## config.mk

```make
export PLATFORM = sky130hd
export DESIGN_NAME = sscg_tri_mod
export DESIGN_NICKNAME = d
export VERILOG_FILES = /design/src/rtl/sscg_pkg.sv /design/src/rtl/sscg_sync.sv /design/src/rtl/sscg_decode.sv /design/src/rtl/sscg_profile.sv /design/src/rtl/sscg_tri_mod.sv
export SDC_FILE = /design/constraint.sdc
export NUM_CORES = 1
export LEC_CHECK = 0
export BUFFER_PORTS_ARGS = -buffer_cell sky130_fd_sc_hd__clkbuf_2
export CELL_PAD_IN_SITES_DETAIL_PLACEMENT = 1
export CELL_PAD_IN_SITES_GLOBAL_PLACEMENT = 2
export CORE_ASPECT_RATIO = 1.4
export CORE_UTILIZATION = 29
export CTS_CLUSTER_SIZE = 20
export DETAILED_ROUTE_END_ITERATION = 16
export PLACE_DENSITY = 0.68
export SLEW_MARGIN = 10
export SYNTH_ARGS = -nofsm -noshare
export SYNTH_HDL_FRONTEND = slang
export SYNTH_SLANG_ARGS = --single-unit
```

## constraint.sdc

```tcl
create_clock -name clk -period 9.4 [get_ports clk]
set_input_delay 1.88 -clock clk [delete_from_list [all_inputs] [get_ports clk]]
set_output_delay 1.88 -clock clk [all_outputs]
set_load 0.05 [all_outputs]
```

## src/rtl/sscg_pkg.sv

```systemverilog
package sscg_pkg;

    localparam int OFF_W  = 6;
    localparam int PEAK_W = 5;

    typedef logic [PEAK_W-1:0] peak_t;

    function automatic peak_t peak_of(input logic [2:0] code);
        case (code)
            3'b000:  peak_of = peak_t'(9);
            3'b001:  peak_of = peak_t'(14);
            3'b010:  peak_of = peak_t'(6);
            3'b011:  peak_of = peak_t'(10);
            3'b100:  peak_of = peak_t'(10);
            3'b101:  peak_of = peak_t'(16);
            default: peak_of = peak_t'(0);
        endcase
    endfunction

endpackage

```

## src/rtl/sscg_sync.sv

```systemverilog
module sscg_sync #(
    parameter int          W        = 4,
    parameter int          STAGES   = 2,
    parameter logic [W-1:0] RST_VAL = '1
) (
    input  logic         clk,
    input  logic         rst,
    input  logic [W-1:0] din,
    output logic [W-1:0] dout
);
    logic [W-1:0] stage_q [STAGES];

    generate
        for (genvar s = 0; s < STAGES; s++) begin : g_stage
            always_ff @(posedge clk) begin
                if (rst)         stage_q[s] <= RST_VAL;
                else if (s == 0) stage_q[s] <= din;
                else             stage_q[s] <= stage_q[(s == 0) ? 0 : s-1];
            end
        end
    endgenerate

    assign dout = stage_q[STAGES-1];
endmodule

```

## src/rtl/sscg_decode.sv

```systemverilog
module sscg_decode
    import sscg_pkg::*;
(
    input  logic [2:0] code,
    input  logic       off_n,
    output logic       en,
    output logic       slow,
    output peak_t      peak
);
    always_comb begin
        slow = code[2];
        peak = peak_of(code);
        en   = !off_n && (code[2:1] != 2'b11);
    end
endmodule

```

## src/rtl/sscg_profile.sv

```systemverilog
module sscg_profile
    import sscg_pkg::*;
#(
    parameter int PER_FAST = 1152,
    parameter int PER_SLOW = 1920
) (
    input  logic             clk,
    input  logic             rst,
    input  logic             cfg_en,
    input  logic             cfg_slow,
    input  peak_t            cfg_peak,
    output logic [OFF_W-1:0] offset,
    output logic             active,
    output logic             period_start
);
    localparam int PER_MAX = (PER_SLOW > PER_FAST) ? PER_SLOW : PER_FAST;
    localparam int CNT_W   = $clog2(PER_MAX);
    localparam int RW      = CNT_W + 1;
    localparam logic [RW-1:0] QF = RW'(PER_FAST / 4);
    localparam logic [RW-1:0] QS = RW'(PER_SLOW / 4);

    typedef struct packed {
        logic             run;
        logic             slow;
        peak_t            peak;
        logic [RW-1:0]    n;
        logic [PEAK_W-1:0] mag;
        logic [RW-1:0]    rem;
        logic [OFF_W-1:0] off;
        logic             pulse;
    } state_t;

    state_t st_d, st_q;

    logic [RW-1:0] qlen, plen, kext, sum;
    logic          bnd, grow, neg;

    always_comb begin
        st_d = st_q;
        qlen = st_q.slow ? QS : QF;
        plen = qlen << 2;
        kext = RW'(st_q.peak);
        bnd  = !st_q.run || (st_q.n == plen - 1'b1);
        grow = (st_q.n < qlen) || ((st_q.n >= (qlen << 1)) && (st_q.n < (qlen * 3)));
        sum  = st_q.rem + kext;
        neg  = 1'b0;

        if (bnd) begin
            st_d.run  = cfg_en;
            st_d.slow = cfg_slow;
            st_d.peak = cfg_en ? cfg_peak : '0;
            st_d.n    = '0;
            st_d.mag  = '0;
            st_d.rem  = '0;
        end else begin
            st_d.n = st_q.n + 1'b1;
            if (grow) begin
                if (sum >= qlen) begin
                    st_d.rem = sum - qlen;
                    st_d.mag = st_q.mag + 1'b1;
                end else begin
                    st_d.rem = sum;
                end
            end else begin
                if (st_q.rem >= kext) begin
                    st_d.rem = st_q.rem - kext;
                end else begin
                    st_d.rem = st_q.rem + qlen - kext;
                    st_d.mag = st_q.mag - 1'b1;
                end
            end
            neg = st_d.n > (qlen << 1);
        end

        st_d.off   = neg ? OFF_W'(-$signed({1'b0, st_d.mag}))
                         : OFF_W'({1'b0, st_d.mag});
        st_d.pulse = bnd && cfg_en;
    end

    always_ff @(posedge clk) begin
        if (rst) st_q <= '0;
        else     st_q <= st_d;
    end

    assign offset       = st_q.off;
    assign active       = st_q.run;
    assign period_start = st_q.pulse;

    a_r5_zero_when_idle: assert property (@(posedge clk) disable iff (rst)
        !st_q.run |-> (st_q.off == '0));

    a_r7_pulse_at_phase0: assert property (@(posedge clk) disable iff (rst)
        st_q.pulse |-> (st_q.run && st_q.n == '0));

    a_r9_unit_step: assert property (@(posedge clk) disable iff (rst)
        1'b1 |=> ((st_q.off == $past(st_q.off)) ||
                  (st_q.off == $past(st_q.off) + 1'b1) ||
                  (st_q.off == $past(st_q.off) - 1'b1)));

    a_r2_peak_bound: assert property (@(posedge clk) disable iff (rst)
        ($signed(st_q.off) <= $signed({1'b0, st_q.peak})) &&
        ($signed(st_q.off) >= -$signed({1'b0, st_q.peak})));

    a_r8_cfg_held: assert property (@(posedge clk) disable iff (rst)
        (st_q.run && st_q.n != '0) |-> ($stable(st_q.peak) && $stable(st_q.slow)));

    a_r4_zero_at_half: assert property (@(posedge clk) disable iff (rst)
        (st_q.run && st_q.n == (qlen << 1)) |-> (st_q.off == '0));
endmodule

```

## src/rtl/sscg_tri_mod.sv

```systemverilog
module sscg_tri_mod
    import sscg_pkg::*;
#(
    parameter int PER_FAST    = 1152,
    parameter int PER_SLOW    = 1920,
    parameter int SYNC_STAGES = 2
) (
    input  logic             clk,
    input  logic             rst,
    input  logic             rate_sel,
    input  logic             range_sel1,
    input  logic             range_sel0,
    input  logic             spread_off_n,
    output logic [OFF_W-1:0] offset,
    output logic             active,
    output logic             period_start
);
    logic [3:0] pins_s;
    logic       cfg_en, cfg_slow;
    peak_t      cfg_peak;

    sscg_sync #(.W(4), .STAGES(SYNC_STAGES), .RST_VAL(4'b1111)) i_sync (
        .clk  (clk),
        .rst  (rst),
        .din  ({rate_sel, range_sel1, range_sel0, spread_off_n}),
        .dout (pins_s)
    );

    sscg_decode i_decode (
        .code  (pins_s[3:1]),
        .off_n (pins_s[0]),
        .en    (cfg_en),
        .slow  (cfg_slow),
        .peak  (cfg_peak)
    );

    sscg_profile #(.PER_FAST(PER_FAST), .PER_SLOW(PER_SLOW)) i_profile (
        .clk          (clk),
        .rst          (rst),
        .cfg_en       (cfg_en),
        .cfg_slow     (cfg_slow),
        .cfg_peak     (cfg_peak),
        .offset       (offset),
        .active       (active),
        .period_start (period_start)
    );
endmodule

```

==> results of run 1 <==
[worst max-delay path: stages (launching register included)]
cell,delay [ns]
dfxtp_1,0.39
inv_1,0.12
ha_1,0.34
nor2b_1,0.07
o311ai_1,0.70
nand2_1,0.21
and3_1,0.24
xnor2_1,0.21
ha_1,0.32
nand2_1,0.12
nor4_1,0.05
mux2i_1,0.28
a21oi_1,0.17
nor3_4,0.37
a22oi_1,0.16
a21oi_1,0.23
nand2b_1,0.18
ha_1,0.21
nand2_1,0.07
o41a_1,0.31
o211ai_1,0.08
[where the power goes]
| part | internal (mW) | switching, mW |
|---|---|---|
| sequential | 0.214 | 0.00170 |
| combinational | 0.0100 | 0.0155 |
| clock | 0.126 | 0.0914 |
| total | 0.350 | 0.109 |
[layer usage]
layer | track usage | routed length [um] | vias to the layer above
li1 | - | - | 1712
met1 | 0.189 | 4710 | 1713
met2 | 0.327 | 6290 | 35
met3 | 0.0147 | 195 | 13
met4 | 0.0639 | 252 | 0
met5 | 0 | 0 | -
[layout make-up]
| cell class | count | area, um2 | share of cell area |
|---|---|---|---|
| sequential | 50 | 1000 | 0.227 |
| tap | 182 | 228 | 0.0517 |
| multi-input combinational | 377 | 2770 | 0.630 |
| timing repair buffer | 16 | 87.6 | 0.0199 |
| inverter | 38 | 143 | 0.0324 |
| clock inverter | 3 | 43.8 | 0.00995 |
| clock buffer | 5 | 125 | 0.0284 |
[synthesized netlist by cell type, types with 3 or more instances]
cell,count,area (um2)
a211oi_1,10,75.1
a21oi_1,27,135
a311oi_1,4,35.0
a31oi_1,3,18.8
and2_1,5,31.3
and3_1,8,50.1
and3_2,3,22.5
and4_1,4,35.0
buf_4,8,60.1
buf_6,4,45.0
clkbuf_1,10,37.5
dfxtp_1,50,1000
fa_1,7,140
ha_1,41,513
inv_1,38,143
nand2_1,33,124
nand2b_1,10,62.6
nand3_1,12,60.1
nor2_1,49,184
nor2b_1,5,31.3
nor3_1,6,30.0
o211ai_1,3,22.5
o21ai_0,18,90.1
o21ai_1,3,15.0
o21bai_1,3,22.5
o22ai_1,4,25.0
o32ai_1,3,26.3
or2_2,11,68.8
or3_1,7,43.8
xnor2_1,30,263
xor2_1,8,70.1
[final timing paths]
path,start,endpoint,slack (ns)
worst max-delay path,i_profile.kext[1],i_profile.offset[4],4.51
worst min register to register,i_sync.stage_q[0][1],i_sync.stage_q[1][1],0.41
worst max register to register,i_profile.kext[1],i_profile.offset[4],4.51
worst min-delay path,i_sync.stage_q[0][1],i_sync.stage_q[1][1],0.41
[sequential cells by signal, indices dropped and copies added, names as in the netlist]
signal,cells
i_profile.period_start,1
i_profile.st_q,29
i_profile.kext,5
i_profile.active,1
i_profile.offset,6
i_sync.stage_q,8
[through the flow]
stage	cells	area, um2	worst slack, ns	utilization	hold slack [ns]
5_1_grt	671	4400	4.06	0.326	0.436
4_1_cts	671	4400	4.50	0.326	0.417
6_report	671	4400	4.51	0.326	0.410
3_5_place_dp	663	4230	4.55	0.313	0.399
2_1_floorplan	487	4060	5.29	-	0.389
3_3_place_gp	663	4230	4.79	0.313	0.392
[logic make-up after synthesis]
kind of cell | count (synthesis)
simple gates | 174
fa+ha+maj | 48
buf+inv | 60
xor+xnor | 38
compound gates | 114
mux | 3
flops | 50
==> results.cfg, run 1 <==
[cts]
numCtsBuffers = 5
holdBufCountCts = 0
cts_buffer_depth = 2
post_cts_buffers = 0
ctsResizeCount = 0
clock_latency_ns = 0.30
clkTransAtPathRegs_ns = 0.07
cts.sinks = 50
cts_tree = built
clockRootBuffer = clkbuf_16
h-tree-depth = 2

[setup_path]
critPathLaunchType = flip-flop
endpoint_kind = flip-flop
critPathRequiredTime_ns = 9.63
worstPathMaxFanout = 5
arrival_ns = 5.12
timing_worst_setup_path_type = flip-flop to flip-flop
rr_worst_depth = 20

[synthesis]
async_flop_share = 0
ys_ff_latch = 50
syn_inst = 487
synth-compound-area-share = 0.201
synth_simple_gate_area_frac = 0.232
ys_seq_area_frac = 0.247
yosys_warnings = 0
synth_top_family_by_area = simple AND/OR/NAND/NOR gates
synthAdderAreaFrac = 0.161
ys.flop_type = dfxtp_1
netlist_area_um2 = 4060
synth_edf_count = 0
synthMuxAreaShare = 0.00801
synth-xor-area-share = 0.0820
syn_area_per_cell_um2 = 8.34
synth.distinct_cells = 78
syn_nets = 541

[layout]
syn_to_final_growth_pct = 8.41
layout_common_cells = dfxtp_1, nor2_1, ha_1
diodes = 0
drive_gt1_frac = 0.110
fin_nets = 542
fillers = 1649
final_common_cell = dfxtp_1

[detailed_routing]
via_per_inst = 5.18
ant_nets = 0
wl_um = 11400
routedWlPerCell_um = 17.1
routed-via-count = 3473
dr.pass1.iters = 4
drc = 0
drt-initial-drc-count = 85

[global_routing]
track_usage = 0.170
grt_pass1_vias = 3764
grt_pass1_wl_um = 19000
grt_overflow = 0
antenna_found_initial = 0
grt_max_degree = 23

[min_path]
worstHoldPathType = flip-flop to flip-flop
min_path_cells = 1

[floorplan]
core_region_area_um2 = 13500
fp.dieW_um = 102
initial_core_util = 0.300
ios = 14
die_y_um = 142
die-area_um2 = 14500
core.rowCount = 50

[timing]
setup_viol = 0
slew_headroom = 0.218
hold_viol = 0
period_share = 0.520
slew_violations = 0
fin_crit_ns = 4.89
skew_ns = 0.00591
fin_setup_tns_ns = 0
timing.fmax_mhz = 204
worst_pin_slew_ns = 1.16
grt_setup_unrepaired = no

[status]
outcome = completed

[flow_run]
maxCapViolCount = 0

[power]
peakVddDrop_mv = 0.0694
power_mw = 0.459
p_per_area_nw_per_um2 = 104
leakage_nw = 1.71

[place]
hpwl_um = 8930
routabilityCongestion = 0.760
portBuffers = 13
Note: power is estimated with default switching activity, not from simulation.
==> inputs of run 2 (changes only) <==
- PLACE_DENSITY: 0.68 -> 0.7
- clock period: 9.4 -> 4.06 ns (I/O delays scaled with it)
==> results.cfg, run 2 (same netlist as run 1, synthesis figures left out) <==
[setup_path]
rr_worst_depth = 16
critPathMaxStageDelay_ns = 0.53
worstPathMaxFanout = 3
r2r_slack_ns = 0.19
timing.critical_path.buf_inv = 2
timing_worst_setup_path_type = flip-flop to flip-flop
worst_path_max_delay_cell = or4_4
critPathLaunchType = flip-flop
endpoint_kind = flip-flop
arrival_ns = 4.10
regToRegEndpoint = i_profile.offset[4]
path_delay_family = simple AND/OR/NAND/NOR gates
critPathRequiredTime_ns = 4.28
path_cells = ha_1 > inv_1 > fa_1 > buf_4 > or3_4 > a311oi_4 > o22ai_2 > or4_4 > nor3_4 > a22oi_1 > a21oi_2 > nand2b_4 > ha_4 > nand2_1 > o41a_1 > o211ai_1
crit_cells = 16
r2r_start = i_profile.kext[0]

[cts]
clock_latency_ns = 0.30
cts_tree = built
cts.sinks = 50
cts_buffer_depth = 2
h-tree-depth = 2
holdBufCountCts = 0
clkTransAtPathRegs_ns = 0.07
clockRootBuffer = clkbuf_16
numCtsBuffers = 5

[min_path]
hp-start = i_sync.stage_q[0][0]
worstHoldEndpoint = i_sync.stage_q[1][0]
min_path_cells = 1
worstHoldPathType = flip-flop to flip-flop

[global_routing]
grt_pass1_vias = 3758
antenna_found_initial = 0
grt_pass1_wl_um = 18900
grt_max_degree = 21
track_usage = 0.170
grt_overflow = 0

[timing]
fin_crit_ns = 3.87
fin_ws_ns = 0.186
timing.fmax_mhz = 258
setup_viol = 0
skew_ns = 0.00879
fin_setup_tns_ns = 0
slew_violations = 0
slew_headroom = 0.608
hold_viol = 0
period_share = 0.954
worst_pin_slew_ns = 0.573

[floorplan]
die-area_um2 = 14500
ios = 14
initial_core_util = 0.300
core.rowCount = 50
fp.dieW_um = 102
core_region_area_um2 = 13500
die_y_um = 142

[layout]
fin_nets = 569
regArea_um2 = 1000
diodes = 0
largest_register_ff_count = 29
final_common_cell = dfxtp_1
regMostFlops = i_profile.st_q
layout_common_cells = dfxtp_1, nor2_1, inv_1, ha_1, nand2_1
multi_input_area_um2 = 2910
syn_to_final_growth_pct = 16.2
drive_gt1_frac = 0.192
fillers = 1626

[detailed_routing]
via_per_inst = 5.10
ant_nets = 0
routed-via-count = 3558
drt-initial-drc-count = 100
routedWlPerCell_um = 16.8
drc = 0
dr.pass1.iters = 4
wl_um = 11700

[status]
outcome = completed

[power]
leakage_nw = 1.85
p_per_area_nw_per_um2 = 213
peakVddDrop_mv = 0.162
power_mw = 1.00

[place]
routabilityCongestion = 0.877
hpwl_um = 9360
portBuffers = 13
preCtsSetupSlack_ns = -0.0872

[flow_run]
maxCapViolCount = 0
[run 2: cell count changes in the layout (fill, tap and decap cells not counted), moves of 2 or more]
cell,change
ha_1,-3
a21oi_1,-2
a21oi_2,+2
buf_4,+27
ha_4,+2
[run 2: worst max path at each step]
stage,startpoint,endpoint,slack [ns]
CTS,i_profile.kext[0],i_profile.offset[4],0.007
global placement,i_profile.kext[0],i_profile.offset[4],0.13
finish,i_profile.kext[0],i_profile.offset[4],0.19
detailed placement,i_profile.kext[1],i_profile.offset[4],-0.09
global route,i_profile.kext[1],i_profile.offset[4],-0.01
floorplan,i_profile.kext[3],i_profile.offset[4],0.10
[run 2: per-stage QoR]
stage | hold WS [ns] | cell area, um2 | cells | utilization
after detailed placement | 0.398 | 4420 | 687 | 0.327
final | 0.412 | 4720 | 698 | 0.349
after CTS | 0.416 | 4610 | 696 | 0.341
after global routing | 0.424 | 4720 | 698 | 0.349
after global placement | 0.391 | 4420 | 687 | 0.327
after floorplan | 0.389 | 4070 | 487 | -
[run 2: area by class of cell]
cell class                      instances  share of cell area
Inverter                               38              0.0302
Tap cell                              182              0.0483
Clock inverter                          3             0.00557
Clock buffer                            5              0.0265
Multi-Input combinational cell        377               0.616
Sequential cell                        50               0.212
Timing Repair Buffer                   43              0.0615
[run 2: timing repair]
action | CTS | global route
pin swaps | 4 | 11
setup buffers | 1 | 2
gates resized for setup | 7 | 15
endpoints found under the hold margin | 0 | 0
endpoints found under the setup margin | 1 | 4
[run 2: power by group]
group          internal, mW  leakage, nW  total (mW)  switching, mW
logic                0.0252         1.37      0.0629         0.0377
registers             0.495        0.406       0.499        0.00401
clock network         0.235       0.0748       0.442          0.208
total                 0.755         1.85        1.00          0.249
[run 2: per-layer routing]
metal,track usage,part of all wire,vias to the layer above
met5,0,0,-
met4,0.0511,0.013,0
met3,0.0133,0.0091,9
met2,0.344,0.58,21
met1,0.180,0.40,1759
li1,-,-,1769
